**src/rtl/lnk_mode_pkg.sv**
```systemverilog
package lnk_mode_pkg;
  localparam int WORD_W   = 16;
  localparam int ID_W     = 6;
  localparam logic [ID_W-1:0] ID_VAL = 6'b011101;
  localparam int BIT_FFDX = 15;
  localparam int BIT_NLP  = 9;
  localparam int BIT_AUTO = 8;
  localparam int BIT_ADV  = 7;
  localparam int BIT_RST  = 6;

  typedef enum logic [1:0] {
    MODE_OFF  = 2'd0,
    MODE_FFDX = 2'd1,
    MODE_NLP  = 2'd2,
    MODE_AUTO = 2'd3
  } mode_t;

  typedef struct packed {
    logic force_fdx;
    logic nlp_only;
    logic auto_en;
    logic adv_req;
    logic restart_req;
  } ctl_t;
endpackage

```
**src/rtl/lnk_host_port.sv**
```systemverilog
module lnk_host_port #(
  parameter int ADDR_W = 8,
  parameter logic [ADDR_W-1:0] REG_ADDR = '0
) (
  input  logic                                clk,
  input  logic                                rst_n,
  input  logic                                req_valid,
  output logic                                req_ready,
  input  logic                                req_write,
  input  logic [ADDR_W-1:0]                   req_addr,
  output logic                                rsp_valid,
  input  logic                                rsp_ready,
  output logic [lnk_mode_pkg::WORD_W-1:0]     rsp_rdata,
  input  logic [lnk_mode_pkg::WORD_W-1:0]     rd_word,
  output logic                                wr_hit
);
  logic accept;
  logic hit;

  assign req_ready = !rsp_valid || rsp_ready;
  assign accept    = req_valid && req_ready;
  assign hit       = (req_addr == REG_ADDR);
  assign wr_hit    = accept && req_write && hit;

  always_ff @(posedge clk) begin
    if (!rst_n) begin
      rsp_valid <= 1'b0;
      rsp_rdata <= '0;
    end else if (accept && !req_write) begin
      rsp_valid <= 1'b1;
      rsp_rdata <= hit ? rd_word : '0;
    end else if (rsp_ready) begin
      rsp_valid <= 1'b0;
    end
  end
endmodule

```
**src/rtl/lnk_ctl_regs.sv**
```systemverilog
module lnk_ctl_regs
  import lnk_mode_pkg::*;
(
  input  logic              clk,
  input  logic              rst_n,
  input  logic              wr_hit,
  input  logic [WORD_W-1:0] wdata,
  input  logic              neg_started,
  output ctl_t              ctl,
  output logic [WORD_W-1:0] rd_word
);
  localparam int RSV_LO = BIT_NLP + 1;
  localparam int RSV_HI = BIT_FFDX - 1;

  logic unused_wbits;
  assign unused_wbits = ^{wdata[RSV_HI:RSV_LO], wdata[ID_W-1:0]};

  always_ff @(posedge clk) begin
    if (!rst_n) begin
      ctl <= '0;
    end else if (wr_hit) begin
      ctl.force_fdx   <= wdata[BIT_FFDX];
      ctl.nlp_only    <= wdata[BIT_NLP];
      ctl.auto_en     <= wdata[BIT_AUTO];
      ctl.adv_req     <= wdata[BIT_ADV];
      ctl.restart_req <= wdata[BIT_RST];
    end else if (neg_started) begin
      ctl.restart_req <= 1'b0;
    end
  end

  always_comb begin
    rd_word           = '0;
    rd_word[ID_W-1:0] = ID_VAL;
    rd_word[BIT_FFDX] = ctl.force_fdx;
    rd_word[BIT_NLP]  = ctl.nlp_only;
    rd_word[BIT_AUTO] = ctl.auto_en;
    rd_word[BIT_ADV]  = ctl.adv_req;
    rd_word[BIT_RST]  = ctl.restart_req;
  end
endmodule

```
**src/rtl/lnk_mode_res.sv**
```systemverilog
module lnk_mode_res
  import lnk_mode_pkg::*;
(
  input  ctl_t  ctl,
  input  logic  neg_fdx,
  output mode_t mode,
  output logic  tx_en,
  output logic  nlp_pulse_en,
  output logic  flp_en,
  output logic  fdx_ind,
  output logic  restart_eff
);
  always_comb begin
    if (ctl.force_fdx)     mode = MODE_FFDX;
    else if (ctl.nlp_only) mode = MODE_NLP;
    else if (ctl.auto_en)  mode = MODE_AUTO;
    else                   mode = MODE_OFF;
  end

  assign tx_en        = (mode != MODE_OFF);
  assign nlp_pulse_en = (mode == MODE_NLP);
  assign flp_en       = (mode == MODE_AUTO);
  assign fdx_ind      = ctl.force_fdx ? 1'b1 : neg_fdx;
  assign restart_eff  = ctl.restart_req && !ctl.nlp_only && !ctl.force_fdx;
endmodule

```
**src/rtl/lnk_neg_side.sv**
```systemverilog
module lnk_neg_side (
  input  logic clk,
  input  logic rst_n,
  input  logic restart_eff,
  input  logic auto_en,
  input  logic adv_req,
  input  logic ability_enter,
  output logic restart_stb,
  output logic abort_stb,
  output logic adv_fdx
);
  logic restart_q;
  logic auto_q;

  always_ff @(posedge clk) begin
    if (!rst_n) begin
      restart_q <= 1'b0;
      auto_q    <= 1'b0;
      adv_fdx   <= 1'b0;
    end else begin
      restart_q <= restart_eff;
      auto_q    <= auto_en;
      if (ability_enter) adv_fdx <= adv_req;
    end
  end

  assign restart_stb = restart_eff && !restart_q;
  assign abort_stb   = auto_q && !auto_en;
endmodule

```
**src/rtl/lnk_mode_ctl.sv**
```systemverilog
module lnk_mode_ctl
  import lnk_mode_pkg::*;
#(
  parameter int ADDR_W = 8,
  parameter logic [ADDR_W-1:0] REG_ADDR = 8'h8E
) (
  input  logic              clk,
  input  logic              rst_n,
  input  logic              req_valid,
  output logic              req_ready,
  input  logic              req_write,
  input  logic [ADDR_W-1:0] req_addr,
  input  logic [15:0]       req_wdata,
  output logic              rsp_valid,
  input  logic              rsp_ready,
  output logic [15:0]       rsp_rdata,
  input  logic              neg_started,
  input  logic              ability_enter,
  input  logic              neg_fdx,
  output logic [1:0]        mode,
  output logic              tx_en,
  output logic              nlp_pulse_en,
  output logic              flp_en,
  output logic              restart_stb,
  output logic              abort_stb,
  output logic              adv_fdx,
  output logic              fdx_ind
);
  logic              wr_hit;
  logic [WORD_W-1:0] rd_word;
  ctl_t              ctl;
  mode_t             mode_r;
  logic              restart_eff;

  lnk_host_port #(.ADDR_W(ADDR_W), .REG_ADDR(REG_ADDR)) u_port (
    .clk(clk), .rst_n(rst_n),
    .req_valid(req_valid), .req_ready(req_ready), .req_write(req_write),
    .req_addr(req_addr), .rsp_valid(rsp_valid), .rsp_ready(rsp_ready),
    .rsp_rdata(rsp_rdata), .rd_word(rd_word), .wr_hit(wr_hit)
  );

  lnk_ctl_regs u_regs (
    .clk(clk), .rst_n(rst_n), .wr_hit(wr_hit), .wdata(req_wdata),
    .neg_started(neg_started), .ctl(ctl), .rd_word(rd_word)
  );

  lnk_mode_res u_res (
    .ctl(ctl), .neg_fdx(neg_fdx), .mode(mode_r), .tx_en(tx_en),
    .nlp_pulse_en(nlp_pulse_en), .flp_en(flp_en), .fdx_ind(fdx_ind),
    .restart_eff(restart_eff)
  );

  lnk_neg_side u_side (
    .clk(clk), .rst_n(rst_n), .restart_eff(restart_eff),
    .auto_en(ctl.auto_en), .adv_req(ctl.adv_req),
    .ability_enter(ability_enter), .restart_stb(restart_stb),
    .abort_stb(abort_stb), .adv_fdx(adv_fdx)
  );

  assign mode = mode_r;
endmodule

```
**config.mk**
```make
export PLATFORM = sky130hd
export DESIGN_NAME = lnk_mode_ctl
export DESIGN_NICKNAME = d
export VERILOG_FILES = /design/src/rtl/lnk_mode_pkg.sv /design/src/rtl/lnk_host_port.sv /design/src/rtl/lnk_ctl_regs.sv /design/src/rtl/lnk_mode_res.sv /design/src/rtl/lnk_neg_side.sv /design/src/rtl/lnk_mode_ctl.sv
export SDC_FILE = /design/constraint.sdc
export NUM_CORES = 1
export LEC_CHECK = 0
export ABC_AREA = 1
export BUFFER_PORTS_ARGS = -buffer_cell sky130_fd_sc_hd__buf_2
export CORE_MARGIN = 8
export CORE_UTILIZATION = 49
export DETAILED_ROUTE_END_ITERATION = 16
export HOLD_SLACK_MARGIN = 0.02
export PLACE_DENSITY_LB_ADDON = 0.3
export SLEW_MARGIN = 10
export SYNTH_ARGS = -nofsm -noshare
export SYNTH_HDL_FRONTEND = slang
export SYNTH_HIERARCHICAL = 1
export SYNTH_SLANG_ARGS = --single-unit
export TNS_END_PERCENT = 50
```
**constraint.sdc**
```tcl
create_clock -name clk -period 2.7 [get_ports clk]
set_input_delay 0.27 -clock clk [delete_from_list [all_inputs] [get_ports clk]]
set_output_delay 0.27 -clock clk [all_outputs]
set_load 0.03 [all_outputs]
```
# ---- After elaboration in Yosys (flattened, before gate mapping)
# Cells that the tools add are included.
dict set report totals {
  latchBits 0
  ramBits 0
  wordCells 40
  in_bits 32
  regBits 25
  romBits 0
  output_inout_bits 27
  mem_count 0
}
dict set report classes {
  n_shift 0
  bitwise 0
  reduce_logical 18
  div_mod_pow 0
  eq_ne 3
  muxes 9
  addsub 0
  multipliers 0
  n_lt_le_gt_ge 0
}
# op count
set op_table {}
lappend op_table {{two-way mux 16 bit} 1}
lappend op_table {{== test 8 bit, second input constant} 1}
lappend op_table {{logical AND 1 bit} 8}
lappend op_table {{zero test 1 bit} 6}
lappend op_table {{two-way mux 2 bit} 3}
lappend op_table {{nonzero test 2 bit} 3}
lappend op_table {{two-way mux 1 bit} 5}
lappend op_table {{== test 2 bit, second input constant} 2}
lappend op_table {{logical OR 1 bit} 1}

# ---- Depth between registers and ports, before layout
dict set report logic_depth {
  depth_word 6
  ltp_mapped 9
  ltp_nobuf 8
}

# ---- Hierarchy
# Netlist, hierarchy kept.
# mod seq_area_each_um2 cells_each area_per_inst_um2 instances
set modules_own_cells {}
lappend modules_own_cells {lnk_host_port 340.3 90 730.7 1}
lappend modules_own_cells {lnk_ctl_regs 100.1 42 305.3 1}
lappend modules_own_cells {lnk_neg_side 60.1 16 111.4 1}
lappend modules_own_cells {lnk_mode_res 0.0 14 58.8 1}

# ---- Worst setup path before layout
# Ideal clock, no wire load.
dict set report synth_timing {
  kind {register -> register}
  start {reg u_port.rsp_valid}
  end {reg, netlist name u_regs/ctl[1]}
  slack_ps 997
  setup_ps 116
  n_path_buf 0
  arrival_time_ps 1587
  t_required_ps 2584
  path_stages_with_launch 7
  period_less_slack_ps 1703
  cell_sequence {dfxtp_1 nand2_4 nand2_4 nor4_1 inv_1 nor2_1 nor2_1}
}
dict set report synth_via {
  elab_chain_cells 5
}
# item line_no
set synth_rtl {}
lappend synth_rtl {{start, declared} lnk_host_port.sv:11} ;# output logic rsp_valid,
lappend synth_rtl {{start signal, assigned} lnk_host_port.sv:27} ;# rsp_valid <= 1'b0;
lappend synth_rtl {{start signal, assigned} lnk_host_port.sv:30} ;# rsp_valid <= 1'b1;
lappend synth_rtl {{start signal, assigned} lnk_host_port.sv:33} ;# rsp_valid <= 1'b0;
lappend synth_rtl {{zero test 1 bit} lnk_host_port.sv:20} ;# assign req_ready = !rsp_valid || rsp_ready;
lappend synth_rtl {{logical OR 1 bit} lnk_host_port.sv:20}
lappend synth_rtl {{via req_ready} lnk_mode_ctl.sv:10} ;# output logic req_ready,
lappend synth_rtl {{logical AND 1 bit} lnk_host_port.sv:21} ;# assign accept = req_valid && req_ready;
lappend synth_rtl {{logical AND 1 bit (2 in series)} lnk_host_port.sv:23} ;# assign wr_hit = accept && req_write && hit;
lappend synth_rtl {{via wr_hit} lnk_mode_ctl.sv:29} ;# logic wr_hit;
# The timed path passes the listed nets, and every way through them passes these cells.
# A chain may end at the register's enable or synchronous reset.

# ---- Worst setup path in the final report
dict set report layout_timing {
  start {reg u_port.rsp_valid}
  end {reg, netlist name u_regs/ctl[3]}
}
dict set report layout_via {
  elab_chain_cells 5
}
# item line_no
set layout_rtl {}
lappend layout_rtl {{zero test 1 bit} lnk_host_port.sv:20}
lappend layout_rtl {{logical OR 1 bit} lnk_host_port.sv:20}
lappend layout_rtl {{logical AND 1 bit} lnk_host_port.sv:21}
lappend layout_rtl {{logical AND 1 bit (2 in series)} lnk_host_port.sv:23}
lappend layout_rtl {{via wr_hit} lnk_mode_ctl.sv:29}
# The timed path passes the listed nets, and every way through them passes these cells.

==> flow_metrics.tcl <==
set metrics [dict create \
    viasPerCell 4.43 \
    syn_to_final_growth_pct 14.8 \
    worst_pin_slew_ns 0.875 \
    placed_area_sq_um 1360 \
    worstSetupPathType "register to register" \
    antenna_found_initial 0 \
    critPathMaxFanout 7 \
    crit_path_end_kind "register" \
    slew_violations 0 \
    drive_above_1_share_pct 31.2 \
    place_congestion 0.709 \
    worst_ep_arrival_time_ns 1.98 \
    hold_path.class "input port to register" \
    maxCapViolCount 0 \
    boundaryPins 59 \
    cts_hold_buf 0 \
    drtIter0Drc 47 \
    nFillCells 249 \
    grt_pass1_wl_um 4350 \
    status "finished, final reports clean" \
    start_util_pct 50.1 \
    vias 1027 \
    fp-row-count 18 \
    die_w_um 65.6 \
    setup_viol 0 \
    grt_pass1_vias 1029 \
    grt.overflow.total 0 \
    hold-path-cell-count 3 \
    synthDistinctLibCells 19 \
    finClkSkew_ns 0.00308 \
    relSlewSlack_pct 41.1 \
    yosysTopAreaCellShare_pct 41.5 \
    clk_pin_slew_worst_paths_ns 0.14 \
    post-route-period-util_pct 64.7 \
    diodes 0 \
    ir_drop_v 0.000372 \
    leakage_nw 0.728 \
    ys_ff_latch 25 \
    route.detailed.drc 0 \
    max_freq_ghz 0.572 \
    synth_area_leaders "dfxtp_1, buf_4, nand2_1" \
    drt-total-wl_um 2510 \
    cts_tree "built" \
    cts_root_buf "clkbuf_4" \
    numPortBuffers 47 \
    layout.cells.most_common "buf_2" \
    grt_max_degree 18 \
    cp.required_ns 2.94 \
    core_sq_um 2410 \
    power_density_nw_per_um2 435 \
    grt_use_total_pct 12.4 \
    post-synth-top-area-cell "dfxtp_1" \
    startpoint_type "register" \
    fin_crit_ns 1.75 \
    rsz0062_at_grt "false" \
    final_cell_mix "buf_2, nand2_1, dfxtp_1, inv_1, a21oi_1" \
    firstDrtPassIters 4 \
    seq_area_frac_synth_pct 41.5 \
    total_power_w 0.000603 \
    hold_viol 0 \
    cts_resized 0 \
    synth_cells 162 \
    nNetsFinal 235 \
    postCtsSetupBuffers 0 \
    cts_buffers 3 \
    ys_warn_count 6 \
    reg2reg_depth 6 \
    dp_hpwl_um 1920 \
    die_area_sq_um 4310 \
    cts_num_sinks 25 \
    synth.cell_area_sq_um 1210 \
    h-tree-depth 1 \
    ant_nets 0 \
    syn_area_per_cell_sq_um 7.45 \
    avgRoutedWirePerCell_um 10.8 \
    cts_buffer_depth 2 \
    fin_tns_setup_ns 0 \
    reg2reg_setup_slack_ns 0.95 \
    final_cell_area_sq_um 1390 \
    clk_latency_ns 0.32 \
    fp.dieH_um 65.6 \
]
-- report_power, final --
group | leakage (nW) | total [W] | internal (W) | switching, W
combinational | 0.513 | 0.0000575 | 0.0000202 | 0.0000374
sequential | 0.202 | 0.000372 | 0.000371 | 0.00000118
clock | 0.0139 | 0.000173 | 0.0000566 | 0.000117
total | 0.728 | 0.000603 | 0.000447 | 0.000155
-- metal layers --
layer	track usage, %	wire, um
met1	13.3	1150
met2	21.4	1120
met3	4.25	202
met4	5.72	40
met5	0	0
-- stage by stage --
stage          util (%)  setup WS (ns)  std cells  hold WS [ns]
2_1_floorplan         -          0.997        171         0.363
3_3_place_gp       56.2          0.884        228         0.449
3_5_place_dp       56.2          0.887        228         0.455
4_1_cts            57.5          0.938        232         0.155
5_1_grt            57.5          0.783        232         0.159
6_report           57.5          0.953        232         0.165
-- final cells by class --
cell class	count	area [sq um]	share of cell area (%)
tap	30	37.5	2.71
multi-input combinational	106	504	36.4
timing repair buffer	47	235	17.0
clock inverter	1	7.51	0.542
sequential	25	500	36.1
inverter	20	77.6	5.60
clock buffer	3	22.5	1.63
-- logic make-up after synthesis --
family,count (synthesis),share of synthesized area (%)
other cells,2,0.623
buf+inv,40,19.5
flops,25,41.5
simple gates,73,29.3
compound gates,22,9.13
-- Yosys cell counts, drive strengths merged --
cell type,n
o21ai,5
dfxtp,25
nor4,1
clkbuf,1
or2,1
nand3,16
buf,19
nor2,23
conb,2
a21oi,17
nand2,32
inv,20
-- path summary, 6_finish.rpt --
check,to,startpoint
worst min-delay path,u_regs/ctl[3]$_SDFFE_PN0P_,req_wdata[9]
worst max-delay path,u_regs/ctl[3]$_SDFFE_PN0P_,u_port/rsp_valid$_SDFFE_PN0P_
worst max register to register,u_regs/ctl[3]$_SDFFE_PN0P_,u_port/rsp_valid$_SDFFE_PN0P_
worst min register to register,u_port/rsp_rdata[7]$_SDFFE_PN0P_,u_port/rsp_rdata[7]$_SDFFE_PN0P_
-- state kept, by name, summed over array words and instances, names as in the netlist --
signal / flops
u_side/adv_fdx: 1
u_side/auto_q: 1
u_regs/ctl: 5
u_port/rsp_rdata: 16
u_side/restart_q: 1
u_port/rsp_valid: 1
-- worst max-delay path, stage by stage, from the launching register on --
cell and delay, ns:
dfxtp_1 0.36, nand2_4 0.08, nand2_4 0.07, nor4_1 0.75, inv_1 0.20, nor2_1 0.15, nor2_1 0.06
(Power assumes the default switching activity.)
